===== config.mk =====
export PLATFORM = sky130hd
export DESIGN_NAME = bom_filter
export DESIGN_NICKNAME = d
export VERILOG_FILES = /design/src/rtl/bom_pkg.sv /design/src/rtl/bom_framer.sv /design/src/rtl/bom_window.sv /design/src/rtl/bom_writer.sv /design/src/rtl/bom_filter.sv
export SDC_FILE = /design/constraint.sdc
export NUM_CORES = 1
export LEC_CHECK = 0
export BUFFER_PORTS_ARGS = -buffer_cell sky130_fd_sc_hd__buf_4
export CAP_MARGIN = 10
export CORE_MARGIN = 4
export CORE_UTILIZATION = 35
export DETAILED_ROUTE_END_ITERATION = 8
export GPL_ROUTABILITY_DRIVEN = 0
export PLACE_DENSITY_LB_ADDON = 0.2
export RECOVER_POWER = 100
export SLEW_MARGIN = 15
export SYNTH_ARGS = -nofsm -noshare
export SYNTH_HDL_FRONTEND = slang
export SYNTH_SLANG_ARGS = --single-unit

===== constraint.sdc =====
create_clock -name clk_i -period 13.2 [get_ports clk_i]
set_clock_uncertainty 0.05 [all_clocks]
set_input_delay 3.3 -clock clk_i [delete_from_list [all_inputs] [get_ports clk_i]]
set_output_delay 3.3 -clock clk_i [all_outputs]
set_load 0.005 [all_outputs]

===== src/rtl/bom_pkg.sv =====
package bom_pkg;
  localparam int          CODE_W    = 6;
  localparam logic [7:0]  SYNC_BYTE = 8'hFF;
  localparam logic [7:0]  STAT_BOM  = 8'h01;     // bit 0: frame type BOM
  localparam logic [8:0]  SYNC_PAT  = 9'h1FE;    // eight ones then a zero
endpackage


===== src/rtl/bom_framer.sv =====
module bom_framer
  import bom_pkg::*;
#(
  parameter int MISS_BITS = 16
) (
  input  logic              clk_i,
  input  logic              rst_ni,
  input  logic              bit_i,
  input  logic              bit_vld_i,
  output logic              ev_o,
  output logic              ev_miss_o,
  output logic [CODE_W-1:0] ev_code_o
);
  localparam int CNT_W = $clog2(CODE_W + 1);
  localparam int HNT_W = $clog2(MISS_BITS + 1);

  typedef enum logic {S_HUNT, S_BODY} st_e;

  st_e               st_q;
  logic [8:0]        sr_q;
  logic [8:0]        sr_nxt;
  logic [CNT_W-1:0]  body_cnt_q;
  logic [HNT_W-1:0]  hunt_q;
  logic [CODE_W-1:0] msg_q;
  logic              ev_q, miss_q;
  logic [CODE_W-1:0] code_q;

  assign sr_nxt = {sr_q[7:0], bit_i};

  always_ff @(posedge clk_i or negedge rst_ni) begin
    if (!rst_ni) begin
      st_q       <= S_HUNT;
      sr_q       <= '0;
      body_cnt_q <= '0;
      hunt_q     <= '0;
      msg_q      <= '0;
      ev_q       <= 1'b0;
      miss_q     <= 1'b0;
      code_q     <= '0;
    end else begin
      ev_q <= 1'b0;
      if (bit_vld_i) begin
        unique case (st_q)
          S_HUNT: begin
            if (sr_nxt == SYNC_PAT) begin
              st_q       <= S_BODY;
              body_cnt_q <= '0;
              hunt_q     <= '0;
              sr_q       <= '0;
            end else begin
              sr_q <= sr_nxt;
              // a run of hunting bits with no sync fills one empty slot
              if (hunt_q == HNT_W'(MISS_BITS - 1)) begin
                hunt_q <= '0;
                ev_q   <= 1'b1;
                miss_q <= 1'b1;
              end else begin
                hunt_q <= hunt_q + 1'b1;
              end
            end
          end
          S_BODY: begin
            if (body_cnt_q == CNT_W'(CODE_W)) begin
              st_q   <= S_HUNT;
              ev_q   <= 1'b1;
              miss_q <= bit_i;          // closing bit must be zero
              code_q <= msg_q;
            end else begin
              msg_q      <= {msg_q[CODE_W-2:0], bit_i};
              body_cnt_q <= body_cnt_q + 1'b1;
            end
          end
          default: st_q <= S_HUNT;
        endcase
      end
    end
  end

  assign ev_o      = ev_q;
  assign ev_miss_o = miss_q;
  assign ev_code_o = code_q;
endmodule


===== src/rtl/bom_window.sv =====
module bom_window
  import bom_pkg::*;
#(
  parameter int WIN = 10
) (
  input  logic                       clk_i,
  input  logic                       rst_ni,
  input  logic                       push_i,
  input  logic                       miss_i,
  input  logic [CODE_W-1:0]          code_i,
  input  logic [CODE_W-1:0]          ref_i,
  output logic [$clog2(WIN+1)-1:0]   new_hits_o,
  output logic [$clog2(WIN+1)-1:0]   ref_hits_o
);
  localparam int HW = $clog2(WIN + 1);

  logic [CODE_W-1:0] slot_code_q [WIN];
  logic [WIN-1:0]    slot_ok_q;

  // counts over the window as it stands after this push
  always_comb begin
    new_hits_o = miss_i ? '0 : HW'(1);
    ref_hits_o = (!miss_i && code_i == ref_i) ? HW'(1) : '0;
    for (int i = 0; i < WIN - 1; i++) begin
      if (!miss_i && slot_ok_q[i] && slot_code_q[i] == code_i)
        new_hits_o = new_hits_o + HW'(1);
      if (slot_ok_q[i] && slot_code_q[i] == ref_i)
        ref_hits_o = ref_hits_o + HW'(1);
    end
  end

  for (genvar g = 0; g < WIN; g++) begin : g_slot
    always_ff @(posedge clk_i or negedge rst_ni) begin
      if (!rst_ni) begin
        slot_code_q[g] <= '0;
        slot_ok_q[g]   <= 1'b0;
      end else if (push_i) begin
        if (g == 0) begin
          slot_code_q[g] <= code_i;
          slot_ok_q[g]   <= !miss_i;
        end else begin
          slot_code_q[g] <= slot_code_q[g-1];
          slot_ok_q[g]   <= slot_ok_q[g-1];
        end
      end
    end
  end
endmodule


===== src/rtl/bom_writer.sv =====
module bom_writer
  import bom_pkg::*;
(
  input  logic              clk_i,
  input  logic              rst_ni,
  input  logic              start_i,
  input  logic [CODE_W-1:0] code_i,
  output logic              wr_o,
  output logic [7:0]        data_o,
  output logic              rme_o
);
  logic [1:0]        ph_q;
  logic [CODE_W-1:0] code_q;

  always_ff @(posedge clk_i or negedge rst_ni) begin
    if (!rst_ni) begin
      ph_q   <= 2'd0;
      code_q <= '0;
      wr_o   <= 1'b0;
      data_o <= '0;
      rme_o  <= 1'b0;
    end else begin
      rme_o <= 1'b0;
      unique case (ph_q)
        2'd0: begin
          if (start_i) begin
            wr_o   <= 1'b1;
            data_o <= SYNC_BYTE;
            code_q <= code_i;
            ph_q   <= 2'd1;
          end else begin
            wr_o <= 1'b0;
          end
        end
        2'd1: begin
          data_o <= {1'b0, code_q, 1'b0};
          ph_q   <= 2'd2;
        end
        2'd2: begin
          data_o <= STAT_BOM;
          rme_o  <= 1'b1;
          ph_q   <= 2'd0;
        end
        default: ph_q <= 2'd0;
      endcase
    end
  end
endmodule


===== src/rtl/bom_filter.sv =====
module bom_filter
  import bom_pkg::*;
#(
  parameter int WIN       = 10,
  parameter int THRESH    = 7,
  parameter int MISS_BITS = 16
) (
  input  logic       clk_i,
  input  logic       rst_ni,
  input  logic       bit_i,
  input  logic       bit_vld_i,
  input  logic       filt_en_i,
  output logic       fifo_wr_o,
  output logic [7:0] fifo_data_o,
  output logic       rme_irq_o,
  output logic       biv_irq_o,
  output logic       bom_valid_o
);
  localparam int HW = $clog2(WIN + 1);

  logic              ev, ev_miss;
  logic [CODE_W-1:0] ev_code;
  logic [HW-1:0]     new_hits, ref_hits;
  logic              valid_q, biv_q;
  logic [CODE_W-1:0] vcode_q;
  logic              held_ok, accept, start;

  bom_framer #(.MISS_BITS(MISS_BITS)) u_framer (
    .clk_i, .rst_ni, .bit_i, .bit_vld_i,
    .ev_o(ev), .ev_miss_o(ev_miss), .ev_code_o(ev_code)
  );

  bom_window #(.WIN(WIN)) u_window (
    .clk_i, .rst_ni,
    .push_i(ev), .miss_i(ev_miss), .code_i(ev_code), .ref_i(vcode_q),
    .new_hits_o(new_hits), .ref_hits_o(ref_hits)
  );

  assign held_ok = valid_q && (ref_hits >= HW'(THRESH));
  assign accept  = filt_en_i && ev && !ev_miss && !held_ok
                   && (new_hits >= HW'(THRESH));
  assign start   = ev && !ev_miss && (!filt_en_i || accept);

  always_ff @(posedge clk_i or negedge rst_ni) begin
    if (!rst_ni) begin
      valid_q <= 1'b0;
      vcode_q <= '0;
      biv_q   <= 1'b0;
    end else begin
      biv_q <= 1'b0;
      if (!filt_en_i) begin
        valid_q <= 1'b0;
      end else if (ev) begin
        if (valid_q && !held_ok) biv_q <= 1'b1;
        if (accept) begin
          valid_q <= 1'b1;
          vcode_q <= ev_code;
        end else if (valid_q && !held_ok) begin
          valid_q <= 1'b0;
        end
      end
    end
  end

  bom_writer u_writer (
    .clk_i, .rst_ni, .start_i(start), .code_i(ev_code),
    .wr_o(fifo_wr_o), .data_o(fifo_data_o), .rme_o(rme_irq_o)
  );

  assign bom_valid_o = valid_q;
  assign biv_irq_o   = biv_q;
endmodule


== Word-level counts from Yosys, hierarchy flattened ==
Index checks and enable logic that the tools add are counted.
Cells by class
  $lt $le $gt $ge: 2
  equal/unequal tests: 32
  reductions and logical operators: 51
  mux-type cells: 51
  add/sub/neg operators: 20
  bitwise operators: 2
Operators with widths (number)
  $eq 6x6->1: 19
  $add 4x1->4 const B: 18
  $mux 4: 18
  $logic_and 1x1->1: 36
  $pmux 8 s3: 1
  $mux 1: 20
  $mux 8: 2
  $reduce_and 3->1: 4
  $mux 5: 2
  $eq 9x9->1 const B: 1
  $ge 4x3->1 const B: 2
  $ne 2x2->1 const B: 4
  $reduce_and 2->1: 4
  $mux 3: 2
  $ne 2x1->1 const B: 3
  $pmux 1 s2: 3
  $pmux 3 s2: 1
  $add 5x1->5 const B: 1
  $eq 5x4->1 const B: 1
  $pmux 2 s2: 1
  $reduce_and 4->1: 1
  $add 3x1->3 const B: 1
  $eq 3x3->1 const B: 1
  $logic_not 1->1: 3
  8 further kinds: 9
Storage, ports and cells
  input bits: 5
  word-level logic and storage cells: 192
  output and inout port bits: 12
  register bits after elaboration: 120

== Longest topological paths before layout ==
Gate-level depths: netlist (run 1).
  word-level depth: 30
  depth in mapped cells: 36

== Cells and area by module ==
From an unflattened synthesis (run 1), not the netlist that was laid out.
Unflattened totals
  cell total of the unflattened synthesis: 718
  area total of the unflattened synthesis: 7913.8 sq um
Modules (own cells, without submodules)
  bom_window: area each 5343.9 sq um, instances 1, sequential area each 1576.5 sq um, cells an instance 519
  bom_framer: area each 1393.8 sq um, instances 1, sequential area each 775.7 sq um, cells an instance 107
  bom_writer: area each 794.5 sq um, instances 1, sequential area each 450.4 sq um, cells an instance 65
  bom_filter: area each 381.6 sq um, instances 1, sequential area each 200.2 sq um, cells an instance 27

== Least setup slack after synthesis (run 1) ==
Ideal clock, no wire load.
  path type: reg2reg
  start: reg u_framer.code_q[0] (netlist: u_framer.ev_code_o[0])
  end: reg u_writer.code_q[0]
  stages on the path, launching flop included: 33
  required time: 13.025 ns
  data arrival time: 6.642 ns
  setup time: 0.125 ns
  path buffers: 4
  clock period less this slack: 6.817 ns
  path slack: 6.383 ns
  path through: dfrtp_1 > clkbuf_1 > buf_1 > xnor2_1 > nand2_1 > nor4_1 > nand4_1 > inv_1 > ha_1 > clkbuf_1 > inv_1 > or4_1 > a311o_1 > inv_2 > ha_1 > xnor2_1 > a222oi_1 > ha_1 > nand2_1 > a2bb2oi_1 > and4_1 > ha_1 > nand2_1 > nand2_1 > ha_1 > nand2_1 > a2111o_1 > o211ai_2 > mux2i_2 > o21a_1 > or3b_1 > buf_6 > mux2_4
On the way
  cells in the longest elaborated chain, start to end: 29
  elaborated cells on any way between the ends: 65
  those cells by class: add/sub: 17; order compare: 2; eq/ne: 10; mux: 19; reduce/logical: 17
RTL lines
  start, declared: RTL line bom_framer.sv:26  | logic [CODE_W-1:0] code_q;
  start signal, assigned: RTL line bom_framer.sv:67  | code_q <= msg_q;
  $eq 6x6->1: RTL line bom_window.sv:23  | ref_hits_o = (!miss_i && code_i == ref_i) ? HW'(1) : '0;
  $logic_and 1x1->1: RTL line bom_window.sv:23
  $mux 1: RTL line bom_window.sv:23
  $add 4x1->4: RTL line bom_window.sv:28  | ref_hits_o = ref_hits_o + HW'(1);
  $mux 4: RTL line bom_window.sv:27  | if (slot_ok_q[i] && slot_code_q[i] == ref_i)
  $add 4x1->4: RTL line bom_window.sv:28
  $mux 4: RTL line bom_window.sv:27
  $add 4x1->4: RTL line bom_window.sv:28
  [... 13 more ...]
  $ge 4x3->1: RTL line bom_filter.sv:39  | assign held_ok = valid_q && (ref_hits >= HW'(THRESH));
  $logic_and 1x1->1: RTL line bom_filter.sv:39
  $logic_not 1->1: RTL line bom_filter.sv:40  | assign accept = filt_en_i && ev && !ev_miss && !held_ok
  $logic_and 1x1->1: RTL line bom_filter.sv:40
  $logic_and 1x1->1: RTL line bom_filter.sv:41  | && (new_hits >= HW'(THRESH));
  $logic_or 1x1->1: RTL line bom_filter.sv:42  | assign start = ev && !ev_miss && (!filt_en_i || accept);
  $logic_and 1x1->1: RTL line bom_filter.sv:42
  $reduce_and 2->1 (no line)
  end signal, assigned: RTL line bom_writer.sv:29  | code_q <= code_i;
  end, declared: RTL line bom_writer.sv:13  | logic [CODE_W-1:0] code_q;
Several ways; a longest one is shown, not always the timed one.
A chain may end at the register's enable or synchronous reset.

==> results by group, run 1 <==
Cells and area
  • Synthesis-to-layout area growth: 10.6%
  • # fillers: 2323
  • Most frequent cells in the layout: 119 x dfrtp_1, 111 x nand2_1, 83 x xnor2_1
  • Ant. Diodes: 0
  • Cell Count, Final, Fillers Out: between 1000 and 1500
  • Most common cell after layout, fill and taps aside: dfrtp_1
  • Share of cells above drive strength 1: 17.2%
  • Nets@finish: 862

Worst setup path
  • CP Class: in -> async
  • Required @ worst endpoint: 12.49 ns
  • CP Cell Sequence: clkbuf_1, clkbuf_1
  • Biggest cell delay along the critical path: roughly 2.8 ns
  • Top fanout value on the critical path: 72
  • Crit path max-delay family: buffers and inverters
  • Critical path's most frequent cell: clkbuf_1
  • Slowest cell on crit path: clkbuf_1
  • Crit path DAT: approximately 8 ns
  • Setup slack, reg-to-reg: between 5 and 6 ns
  • Startpoint Class: input pin
  • Setup crit end kind: async pin
  • CP Buf/Inv Count: 2

Route
  • Via/cell ratio: 5.11
  • DR WL/cell: 16.4 um
  • Total wire length: 18900 um
  • Initial drt markers: slightly below 300
  • Via Count: 5896
  • First-pass iteration count of the detailed router: 4
  • # DRC: 0
  • Routed Antenna Nets: 0

Clocking
  • # clock sinks: 120
  • Clock Path Buffers: 2
  • TritonCTS clock tree: done
  • Hold_buf cts: 0
  • CTS Buf Count: 17
  • Htree depth: 4
  • Postcts setup bufs: 0
  • Worst skew pair latency: between 0.4 and 0.5 ns
  • Reg clk slew, reported paths: 0.05 ns
  • Post-CTS sizing: 0
  • Clock root cell: clkbuf_16

Yosys
  • Post-synth cell types: 72
  • Syn_nets: 861
  • Post-synth EDFFs: 0
  • FFs w/ async S/R, synth: 100%
  • Main synth FF type: dfrtp_1
  • Cell Area, Synth: 8190 um2
  • Post-Syn Instances: 828
  • Syn. warnings: 0
  • Synthesized flop and latch total: 120
  • Syn Area/Cell: 9.89 um2
  • Sequential share of the synthesized area: 36.7%

Power and ir drop
  • Clk pwr share: a little under a third
  • Int Power: between 800 and 900 uW
  • Gate power share: 36.3%
  • P_sw: 449 uW
  • Switching portion of total power: 33.8%
  • Power Dens Cells: ~150 nW/um2
  • Leakage: 4.35 nW
  • Sequential power share: 32.2%
  • Worst VDD drop: 0.0801 mV

Global route
  • Gr usage total: 14.9%
  • Initial antenna violation count: 0
  • Number of global-route vias before repair: 5805
  • Grt ovf: 0
  • Global-route wire length before repair: a little over 30000 um
  • Pin count of the biggest net entering global routing: 73

STA
  • Measured slew at the worst slew-check pin: 3.79 ns
  • Final Hold Viols: 0
  • Slew HR: -153%
  • Setup TNS: 0 ns
  • Final max-slew violation count: around 190
  • Period utilization: 65.2%
  • Fin crit period: between 8 and 9 ns
  • Setup Viol. Count Final: 0
  • Fmax: 0.116 GHz
  • RSZ-0062 raised after global routing: false

Floorplan
  • Die W: 161 um
  • # IOs: 17
  • Row count: 55
  • Initial cell density of the core: a little over a third
  • Die area: 25900 um2
  • CORE AREA: 22800 um2
  • Die H: ~160 um

Worst hold path
  • Hold crit path type: reg -> reg

Placed design
  • Port Buffer Count: 16
  • HPWL after DPL: 13900 um
  • Placed Cells: 1123

Outcome
  • Outcome: complete, but fails checks
  • Failing checks: capacitance limit, slew limit

Run
  • Max cap viols: 3
-- final cells by class --
cell class                 instances  area [um2]  share of cell area (%)
clock inverter                     9        77.6                   0.857
multi-input combinational        637        4860                    53.7
clock buffer                      22         454                    5.02
inverter                          30         113                    1.24
timing repair buffer              23         154                    1.70
tap                              313         392                    4.33
sequential                       120        3000                    33.2
-- synth_stat cells (6+ instances only) --
master      n  area [um2]
dfrtp_1   120        3000
nand2_1   111         417
xnor2_1    83         727
mux2_2     72         811
xor2_1     60         526
ha_1       28         350
inv_1      28         105
o21ai_0    27         135
nor2_1     24        90.1
nand3_1    22         110
a21oi_1    20         100
nand4_1    20         125
clkbuf_1   17        63.8
nor4_1     14        87.6
buf_2      13        65.1
and2_1     12        75.1
mux2_4     12         180
and4_1     10        87.6
buf_1      10        37.5
nor2b_1     8        50.1
mux2i_1     7        70.1
or3_1       7        43.8
and3_1      6        37.5
nor3_1      6        30.0
-- flip-flops by register name, summed over array words and instances (netlist names), 2 cells and up --
signal                count
u_framer.sr_q             8
vcode_q                   6
u_window.slot_code_q     54
u_writer.code_q           6
u_window.slot_ok_q        9
u_framer.body_cnt_q       3
u_writer.data_o           8
u_writer.ph_q             2
u_framer.hunt_q           5
u_framer.msg_q            6
u_framer.ev_code_o        6
-- kinds of logic (layout without fill, tap and decap cells) --
logic type	count (synthesis)	after routing	share of synthesized area (%)
simple gates	270	270	17.3
xor+xnor	148	148	16.7
flops	120	120	36.7
compound gates	99	99	8.30
mux	92	92	13.1
buf+inv	71	84	3.55
fa+ha+maj	28	28	4.28
-- routing by layer --
metal,global-route usage (%),vias up,wire length [um]
met2,24.2,89,8910
met1,20.5,2878,9140
li1,-,2909,-
met5,0,-,0
met4,3.53,0,221
met3,3.08,20,675
-- worst paths after layout --
kind / from / cells after the start / to
min in group asynchronous: rst_ni / 1 / u_framer.sr_q[6]$_DFFE_PN0P_
setup / recovery: rst_ni / 2 / u_framer.ev_o$_DFF_PN0_
setup reg to reg: u_framer.ev_code_o[2]$_DFFE_PN0P_ / 33 / u_writer.data_o[6]$_DFFE_PN0P_
hold reg to reg: u_framer.msg_q[5]$_DFFE_PN0P_ / 2 / u_framer.ev_code_o[5]$_DFFE_PN0P_
max in group clk_i: u_framer.ev_code_o[2]$_DFFE_PN0P_ / 33 / u_writer.data_o[6]$_DFFE_PN0P_
hold / removal: u_framer.msg_q[5]$_DFFE_PN0P_ / 2 / u_framer.ev_code_o[5]$_DFFE_PN0P_
-- through the flow --
step,setup slack [ns],power [mW],hold slack (ns),cell area [um2],util (%)
after floorplan,6.38,0.807,0.389,8190,-
after global routing,3.31,1.42,0.471,9050,39.6
after detailed placement,5.88,0.922,0.404,8570,37.5
final,4.59,1.33,0.415,9050,39.6
after CTS,5.86,1.35,0.417,9100,39.9
after global placement,5.97,0.927,0.408,8570,37.5
-- power groups by stage --
| stage | clock network, mW | logic (mW) | registers (mW) |
|---|---|---|---|
| final | 0.418 | 0.482 | 0.429 |
| after global routing | 0.446 | 0.544 | 0.433 |
| after CTS | 0.430 | 0.489 | 0.429 |
| after detailed placement | 0 | 0.488 | 0.435 |
| after global placement | 0 | 0.492 | 0.435 |
| after floorplan | 0 | 0.383 | 0.424 |
Note: power is estimated with default switching activity, not from simulation.
==> run 2: changes to the inputs <==
--- a/config.mk
+++ b/config.mk
@@ -5,6 +5,7 @@
 export SDC_FILE = /design/constraint.sdc
 export NUM_CORES = 1
 export LEC_CHECK = 0
+export ABC_AREA = 1
 export BUFFER_PORTS_ARGS = -buffer_cell sky130_fd_sc_hd__buf_4
 export CAP_MARGIN = 10
 export CORE_MARGIN = 4
==> constraint.sdc (replaced) <==
create_clock -name clk_i -period 7.8 [get_ports clk_i]
set_clock_uncertainty 0.05 [all_clocks]
set_input_delay 1.95 -clock clk_i [delete_from_list [all_inputs] [get_ports clk_i]]
set_output_delay 1.95 -clock clk_i [all_outputs]
set_load 0.005 [all_outputs]
==> run 2 against run 1 <==
  * The run still ends with capacitance limit, slew limit left
  * Utilization about the same
  * Via count up 25%
  * Critical path depth up 34
  * Hold slack better by 0.0033 ns
  * Setup slack worse by 3.8 ns
  * Global-route usage up 2.8 points
  * Sequential power up 140%
  * Routed wire length up 20%
  * Combinational power rose to 3.8 times the previous value
  * Critical path type is now reg -> reg
==> results by group, run 2 <==
Floorplan
  • Die W: 163 um
  • Die area: 26500 um2
  • Initial cell density of the core: 35.6%
  • CORE AREA: 23500 um2
  • # IOs: 17
  • Die H: 163 um
  • Row count: 56

Yosys
  • Synth area leaders: dfrtp_1 36%, nand2_1 15%, o21ai_0 6.1%, inv_1 5.6%, nand3_1 4.8%
  • Synthesized flop and latch total: 120
  • Synth top cells by count: 339 x nand2_1, 124 x inv_1, 120 x dfrtp_1
  • Syn Area/Cell: approximately 7.3 um2
  • FFs w/ async S/R, synth: 100%
  • Post-Syn Instances: 1148
  • Main synth FF type: dfrtp_1
  • Post-synth cell types: 51
  • Cell Area, Synth: 8390 um2
  • Multiplexer share of the synthesized area: 0%
  • Post-synthesis compound-gate area fraction: 12.5%
  • Post-synth EDFFs: 0
  • Xor and xnor area share after synthesis: 4.27%
  • Syn_nets: 1181
  • Syn. warnings: 0
  • Area leader, netlist: dfrtp_1
  • Synth Area in Adders: 4.18%
  • Count leader, synth: nand2_1
  • Synth top area share: approximately 36%
  • Simple logic cell fraction of the synthesized area: 33.8%
  • Sequential share of the synthesized area: 35.8%
  • Main combinational cell family by area after synthesis: simple AND/OR/NAND/NOR gates

STA
  • PnR worst setup slack: 0.819 ns
  • Fin crit period: 6.98 ns
  • Final Hold Viols: 0
  • Period utilization: 89.5%
  • Setup TNS: 0 ns
  • Measured slew at the worst slew-check pin: 3.65 ns
  • Slew HR: -144%
  • Setup Viol. Count Final: 0
  • RSZ-0062 raised after global routing: false
  • Fmax: 0.143 GHz
  • Final max-slew violation count: roughly 250

Global route
  • Global-route wire length before repair: roughly 37000 um
  • Pin count of the biggest net entering global routing: 96
  • Initial antenna violation count: 0
  • Grt ovf: 0
  • Gr usage total: 17.7%
  • Number of global-route vias before repair: 7059

Outcome
  • Outcome: complete, but fails checks
  • Failing checks: capacitance limit, slew limit

Cells and area
  • Regs by FF count: u_window.slot_code_q x54, u_window.slot_ok_q x9
  • Biggest register: u_window.slot_code_q
  • Nets@finish: 1187
  • Largest register FFs: 54
  • Ant. Diodes: 0
  • Synthesis-to-layout area growth: 11.1%
  • Area of the multi-input gates: approximately 4600 um2
  • Most frequent cells in the layout: 339 x nand2_1, 125 x inv_1, 119 x dfrtp_1
  • Share of cells above drive strength 1: 14.4%
  • FF/Latch Area: around 3000 um2
  • # fillers: approximately 2500
  • Most common cell after layout, fill and taps aside: nand2_1

Route
  • DR WL/cell: 15.2 um
  • # DRC: 0
  • Routed Antenna Nets: 0
  • Via/cell ratio: 4.95
  • Via Count: between 7000 and 8000
  • First-pass iteration count of the detailed router: 5
  • Total wire length: 22600 um
  • Initial drt markers: ~660

Placed design
  • HPWL after DPL: 15900 um
  • Setup Slack @ Placement: ~1 ns
  • Port Buffer Count: 16

Worst hold path
  • Hold crit path type: reg -> reg

Worst setup path
  • Critical path's most frequent cell: nand2_1
  • Slowest cell on crit path: dfrtp_1
  • Startpoint Class: flop
  • Top fanout value on the critical path: 14
  • Biggest cell delay along the critical path: 0.71 ns
  • CP Class: reg -> reg
  • Setup crit end kind: flop
  • Crit path DAT: ~7.3 ns
  • Required @ worst endpoint: 8.07 ns

Clocking
  • CTS Buf Count: 17
  • Htree depth: 4
  • Postcts setup bufs: 0
  • Worst skew pair latency: 0.42 ns
  • Clock Path Buffers: 2
  • Hold_buf cts: 0
  • # clock sinks: 120
  • Post-CTS sizing: 0
  • TritonCTS clock tree: done
  • Reg clk slew, reported paths: 0.06 ns
  • Clock root cell: clkbuf_16

Run
  • Max cap viols: 4

Power and ir drop
  • Leakage: 4.53 nW
  • Power Dens Cells: ~390 nW/um2
  • Worst VDD drop: 0.162 mV
## run 2: changes by cell type in the layout (fill, tap and decap cells not counted), sizes merged, moves of 30 or more
| cell | before | now |
|---|---|---|
| xnor2 | 83 | 10 |
| nor2 | 24 | 57 |
| inv | 30 | 150 |
| mux2 | 84 | 0 |
| nand2 | 111 | 388 |
| xor2 | 60 | 30 |
| nand3 | 22 | 99 |
| o21ai | 30 | 113 |
## run 2: kinds of logic after synthesis
family,count (synthesis)
and+or+nand+nor,589
buffers and inverters,192
AOI/OAI and AO/OA,179
DFF,120
xor gates and xnor gates,40
adders and majority gates,28
## run 2: layout make-up
cell class	count	share of cell area (%)
well taps	319	4.28
clock inverters	13	1.54
flip-flops and latches	120	32.2
repair buffers	24	1.71
multi-input cells	836	49.1
clock buffers	19	4.86
inverters	155	6.27
## run 2: power by group
part | switching [mW] | internal, mW | total (mW)
combinational | 1.19 | 0.629 | 1.82
clock | 0.310 | 0.489 | 0.799
sequential | 0.228 | 0.810 | 1.04
## run 2: worst max-delay path: cells and delay by family (launching register included)
family	cells	cell delay (ns)
compound gates	5	1.10
xor+xnor	1	0.07
fa+ha+maj	5	1.45
buf+inv	3	0.51
flops	1	0.71
simple gates	22	2.97
## run 2: per-stage QoR
| stage | utilization [%] | hold slack [ns] | total power [mW] | instance area (um2) | instances |
|---|---|---|---|---|---|
| 2_1_floorplan | - | 0.403 | 2.42 | 8390 | 1148 |
| 3_3_place_gp | 37.2 | 0.409 | 2.86 | 8750 | 1454 |
| 3_5_place_dp | 37.2 | 0.412 | 2.87 | 8750 | 1454 |
| 4_1_cts | 39.7 | 0.428 | 3.69 | 9350 | 1486 |
| 5_1_grt | 39.6 | 0.439 | 4.01 | 9320 | 1486 |
| 6_report | 39.6 | 0.418 | 3.66 | 9320 | 1486 |
## run 2: worst paths after layout
| path | to | cells past startpoint | slack (ns) | start |
|---|---|---|---|---|
| min | u_writer.data_o[5]$_DFFE_PN0P_ | 2 | 0.42 | u_writer.data_o[5]$_DFFE_PN0P_ |
| min in group asynchronous | u_window.slot_code_q[18]$_DFFE_PN0P_ | 1 | 2.46 | rst_ni |
| max reg2reg | u_writer.data_o[2]$_DFFE_PN0P_ | 36 | 0.82 | u_framer.ev_code_o[3]$_DFFE_PN0P_ |
| max | u_writer.data_o[2]$_DFFE_PN0P_ | 36 | 0.82 | u_framer.ev_code_o[3]$_DFFE_PN0P_ |
| min reg2reg | u_writer.data_o[5]$_DFFE_PN0P_ | 2 | 0.42 | u_writer.data_o[5]$_DFFE_PN0P_ |
| max in group asynchronous | u_window.slot_code_q[6]$_DFFE_PN0P_ | 2 | 2.34 | rst_ni |
## run 2: routing by layer
layer	wire, um	vias to the layer above	GRT usage (%)	share of wire, %
met5	0	-	0	0
met4	553	0	6.18	2.4
met3	1280	46	3.62	5.7
met2	10200	194	28.2	45
met1	10600	3392	24.0	47
li1	-	3717	-	-
==> run 3: changes to the inputs <==
--- a/config.mk
+++ b/config.mk
@@ -8,6 +8,7 @@
 export ABC_AREA = 1
 export BUFFER_PORTS_ARGS = -buffer_cell sky130_fd_sc_hd__buf_4
 export CAP_MARGIN = 10
+export CORE_ASPECT_RATIO = 1.75
 export CORE_MARGIN = 4
 export CORE_UTILIZATION = 35
 export DETAILED_ROUTE_END_ITERATION = 8
==> run 3 against run 2 <==
  * The run still ends with capacitance limit, slew limit left
  * Non-clock buffer count grew 1
  * Via count grew 0.95%
  * Sequential share of layout area grew 0.087 points
==> results by group, run 3 (same netlist as run 2, synthesis figures left out) <==
Outcome
  • Outcome: complete, but fails checks
  • Failing checks: capacitance limit, slew limit

Global route
  • GRT met1 Usage: 18.8%
  • Gr usage total: around 18%
  • Routing usage on met3: 2.95%
  • Pin count of the biggest net entering global routing: 96
  • Global-route wire length before repair: 38000 um
  • Number of global-route vias before repair: just over 7000
  • Grt ovf: 0
  • Layer with the highest usage: met2
  • Met2 usage: 34.3%
  • Initial antenna violation count: 0

Floorplan
  • Initial cell density of the core: 35.7%
  • Die H: 213 um
  • Row count: 74
  • Die W: 125 um
  • CORE AREA: ~24000 um2
  • # IOs: 17
  • Die area: 26600 um2

Clocking
  • # clock sinks: 120
  • Postcts setup bufs: 0
  • Htree depth: 4
  • Hold_buf cts: 0
  • TritonCTS clock tree: done
  • Clock root cell: clkbuf_16
  • Reg clk slew, reported paths: roughly 0.06 ns
  • CTS Buf Count: 17
  • Clock Path Buffers: 2
  • Worst skew pair latency: about 0.43 ns
  • Post-CTS sizing: 0

Worst hold path
  • Hold crit path type: reg -> reg

STA
  • Fin crit period: 6.94 ns
  • Measured slew at the worst slew-check pin: 3.59 ns
  • Fmax: about 0.14 GHz
  • RSZ-0062 raised after global routing: false
  • Final max-slew violation count: approximately 220
  • Final Hold Viols: 0
  • Setup Viol. Count Final: 0
  • Slew HR: -139%
  • Period utilization: 89.0%
  • PnR worst setup slack: approximately 0.86 ns
  • Setup TNS: 0 ns

Cells and area
  • Largest register FFs: 54
  • Most frequent cells in the layout: 339 x nand2_1, 125 x inv_1, 119 x dfrtp_1
  • FF/Latch Area: 3000 um2
  • Nets@finish: 1188
  • Cell Count, Final, Fillers Out: 1472
  • Share of cells above drive strength 1: 14.4%
  • Ant. Diodes: 0
  • Most common cell after layout, fill and taps aside: nand2_1
  • Regs by FF count: u_window.slot_code_q x54, u_window.slot_ok_q x9
  • Final Instance Area: 9290 um2
  • Biggest register: u_window.slot_code_q
  • Area of the multi-input gates: 4570 um2
  • Synthesis-to-layout area growth: 10.8%
  • # fillers: 2510

Worst setup path
  • Slowest cell on crit path: dfrtp_1
  • Critical path's most frequent cell: nand2_1
  • Biggest cell delay along the critical path: 0.75 ns
  • Setup slack, reg-to-reg: 0.86 ns
  • CP Class: reg -> reg
  • Required @ worst endpoint: 8.07 ns
  • Setup crit end kind: flop
  • Startpoint Class: flop
  • Crit path DAT: approximately 7.2 ns
  • Top fanout value on the critical path: 14
  • Crit path max-delay family: simple AND/OR/NAND/NOR gates
  • CP Buf/Inv Count: 5

Route
  • # DRC: 0
  • Total wire length: 23800 um
  • Routed Antenna Nets: 0
  • First-pass iteration count of the detailed router: 5
  • DR WL/cell: around 16 um
  • Via Count: 7419
  • Via/cell ratio: 5.04
  • Initial drt markers: roughly 450

Power and ir drop
  • Leakage: 4.52 nW
  • Power Dens Cells: 396 nW/um2
  • Worst VDD drop: 0.205 mV

Run
  • Max cap viols: 3

Placed design
  • Placed Cells: 1440
  • Setup Slack @ Placement: 1.10 ns
  • HPWL after DPL: between 15000 and 20000 um
  • Port Buffer Count: 16
  • Placed instance area: 8740 um2
[run 3: changes by cell type in the layout (fill, tap and decap cells not counted)]
cell / before / now
nand3_1: 80 / 81
buf_4: 6 / 7
clkinv_2: 2 / 0
inv_6: 2 / 4
bufinv_16: 2 / 1
nand3_2: 17 / 16
inv_8: 0 / 2
clkinv_4: 3 / 2
[run 3: tightest hold or removal path, cell delays in order (launching register included)]
cell     delay (ns)
dfrtp_1        0.34
nand2_1        0.05
nand2_1        0.04
[run 3: path summary, 6_finish.rpt]
check / startpoint / cells past startpoint / end
worst max-delay path: u_framer.ev_code_o[3]$_DFFE_PN0P_ / 41 / u_writer.data_o[4]$_DFFE_PN0P_
worst min register to register: u_writer.data_o[2]$_DFFE_PN0P_ / 2 / u_writer.data_o[2]$_DFFE_PN0P_
worst max register to register: u_framer.ev_code_o[3]$_DFFE_PN0P_ / 41 / u_writer.data_o[4]$_DFFE_PN0P_
max in group asynchronous: rst_ni / 2 / u_framer.ev_o$_DFF_PN0_
worst min-delay path: u_writer.data_o[2]$_DFFE_PN0P_ / 2 / u_writer.data_o[2]$_DFFE_PN0P_
min in group asynchronous: rst_ni / 1 / u_framer.sr_q[7]$_DFFE_PN0P_
[run 3: power breakdown]
part	internal, mW	switching, mW	total, mW	leakage, nW
logic	0.634	1.22	1.85	2.64
clock network	0.463	0.318	0.781	0.277
registers	0.810	0.229	1.04	1.60
[run 3: cell type report]
type / count / area share [%]
clock buffer: 19 / 4.87
clock inverter: 13 / 1.45
inverter: 155 / 6.29
multi-input combinational: 836 / 49.2
sequential: 120 / 32.3
tap: 304 / 4.09
timing repair buffer: 25 / 1.79
[run 3: per-stage QoR]
step                total power, mW  utilization (%)  hold slack [ns]
finish                         3.68             39.5            0.418
global route                   3.98             39.5            0.446
CTS                            3.71             39.7            0.427
detailed placement             2.91             37.2            0.412
global placement               2.90             37.2            0.411
floorplan                      2.42                -            0.403
[run 3: per-layer routing]
layer	wire, um	share of wire [%]	vias up
li1	-	-	3727
met1	9210	39	3470
met2	12600	53	150
met3	641	2.7	72
met4	1290	5.4	0
met5	0	0	-
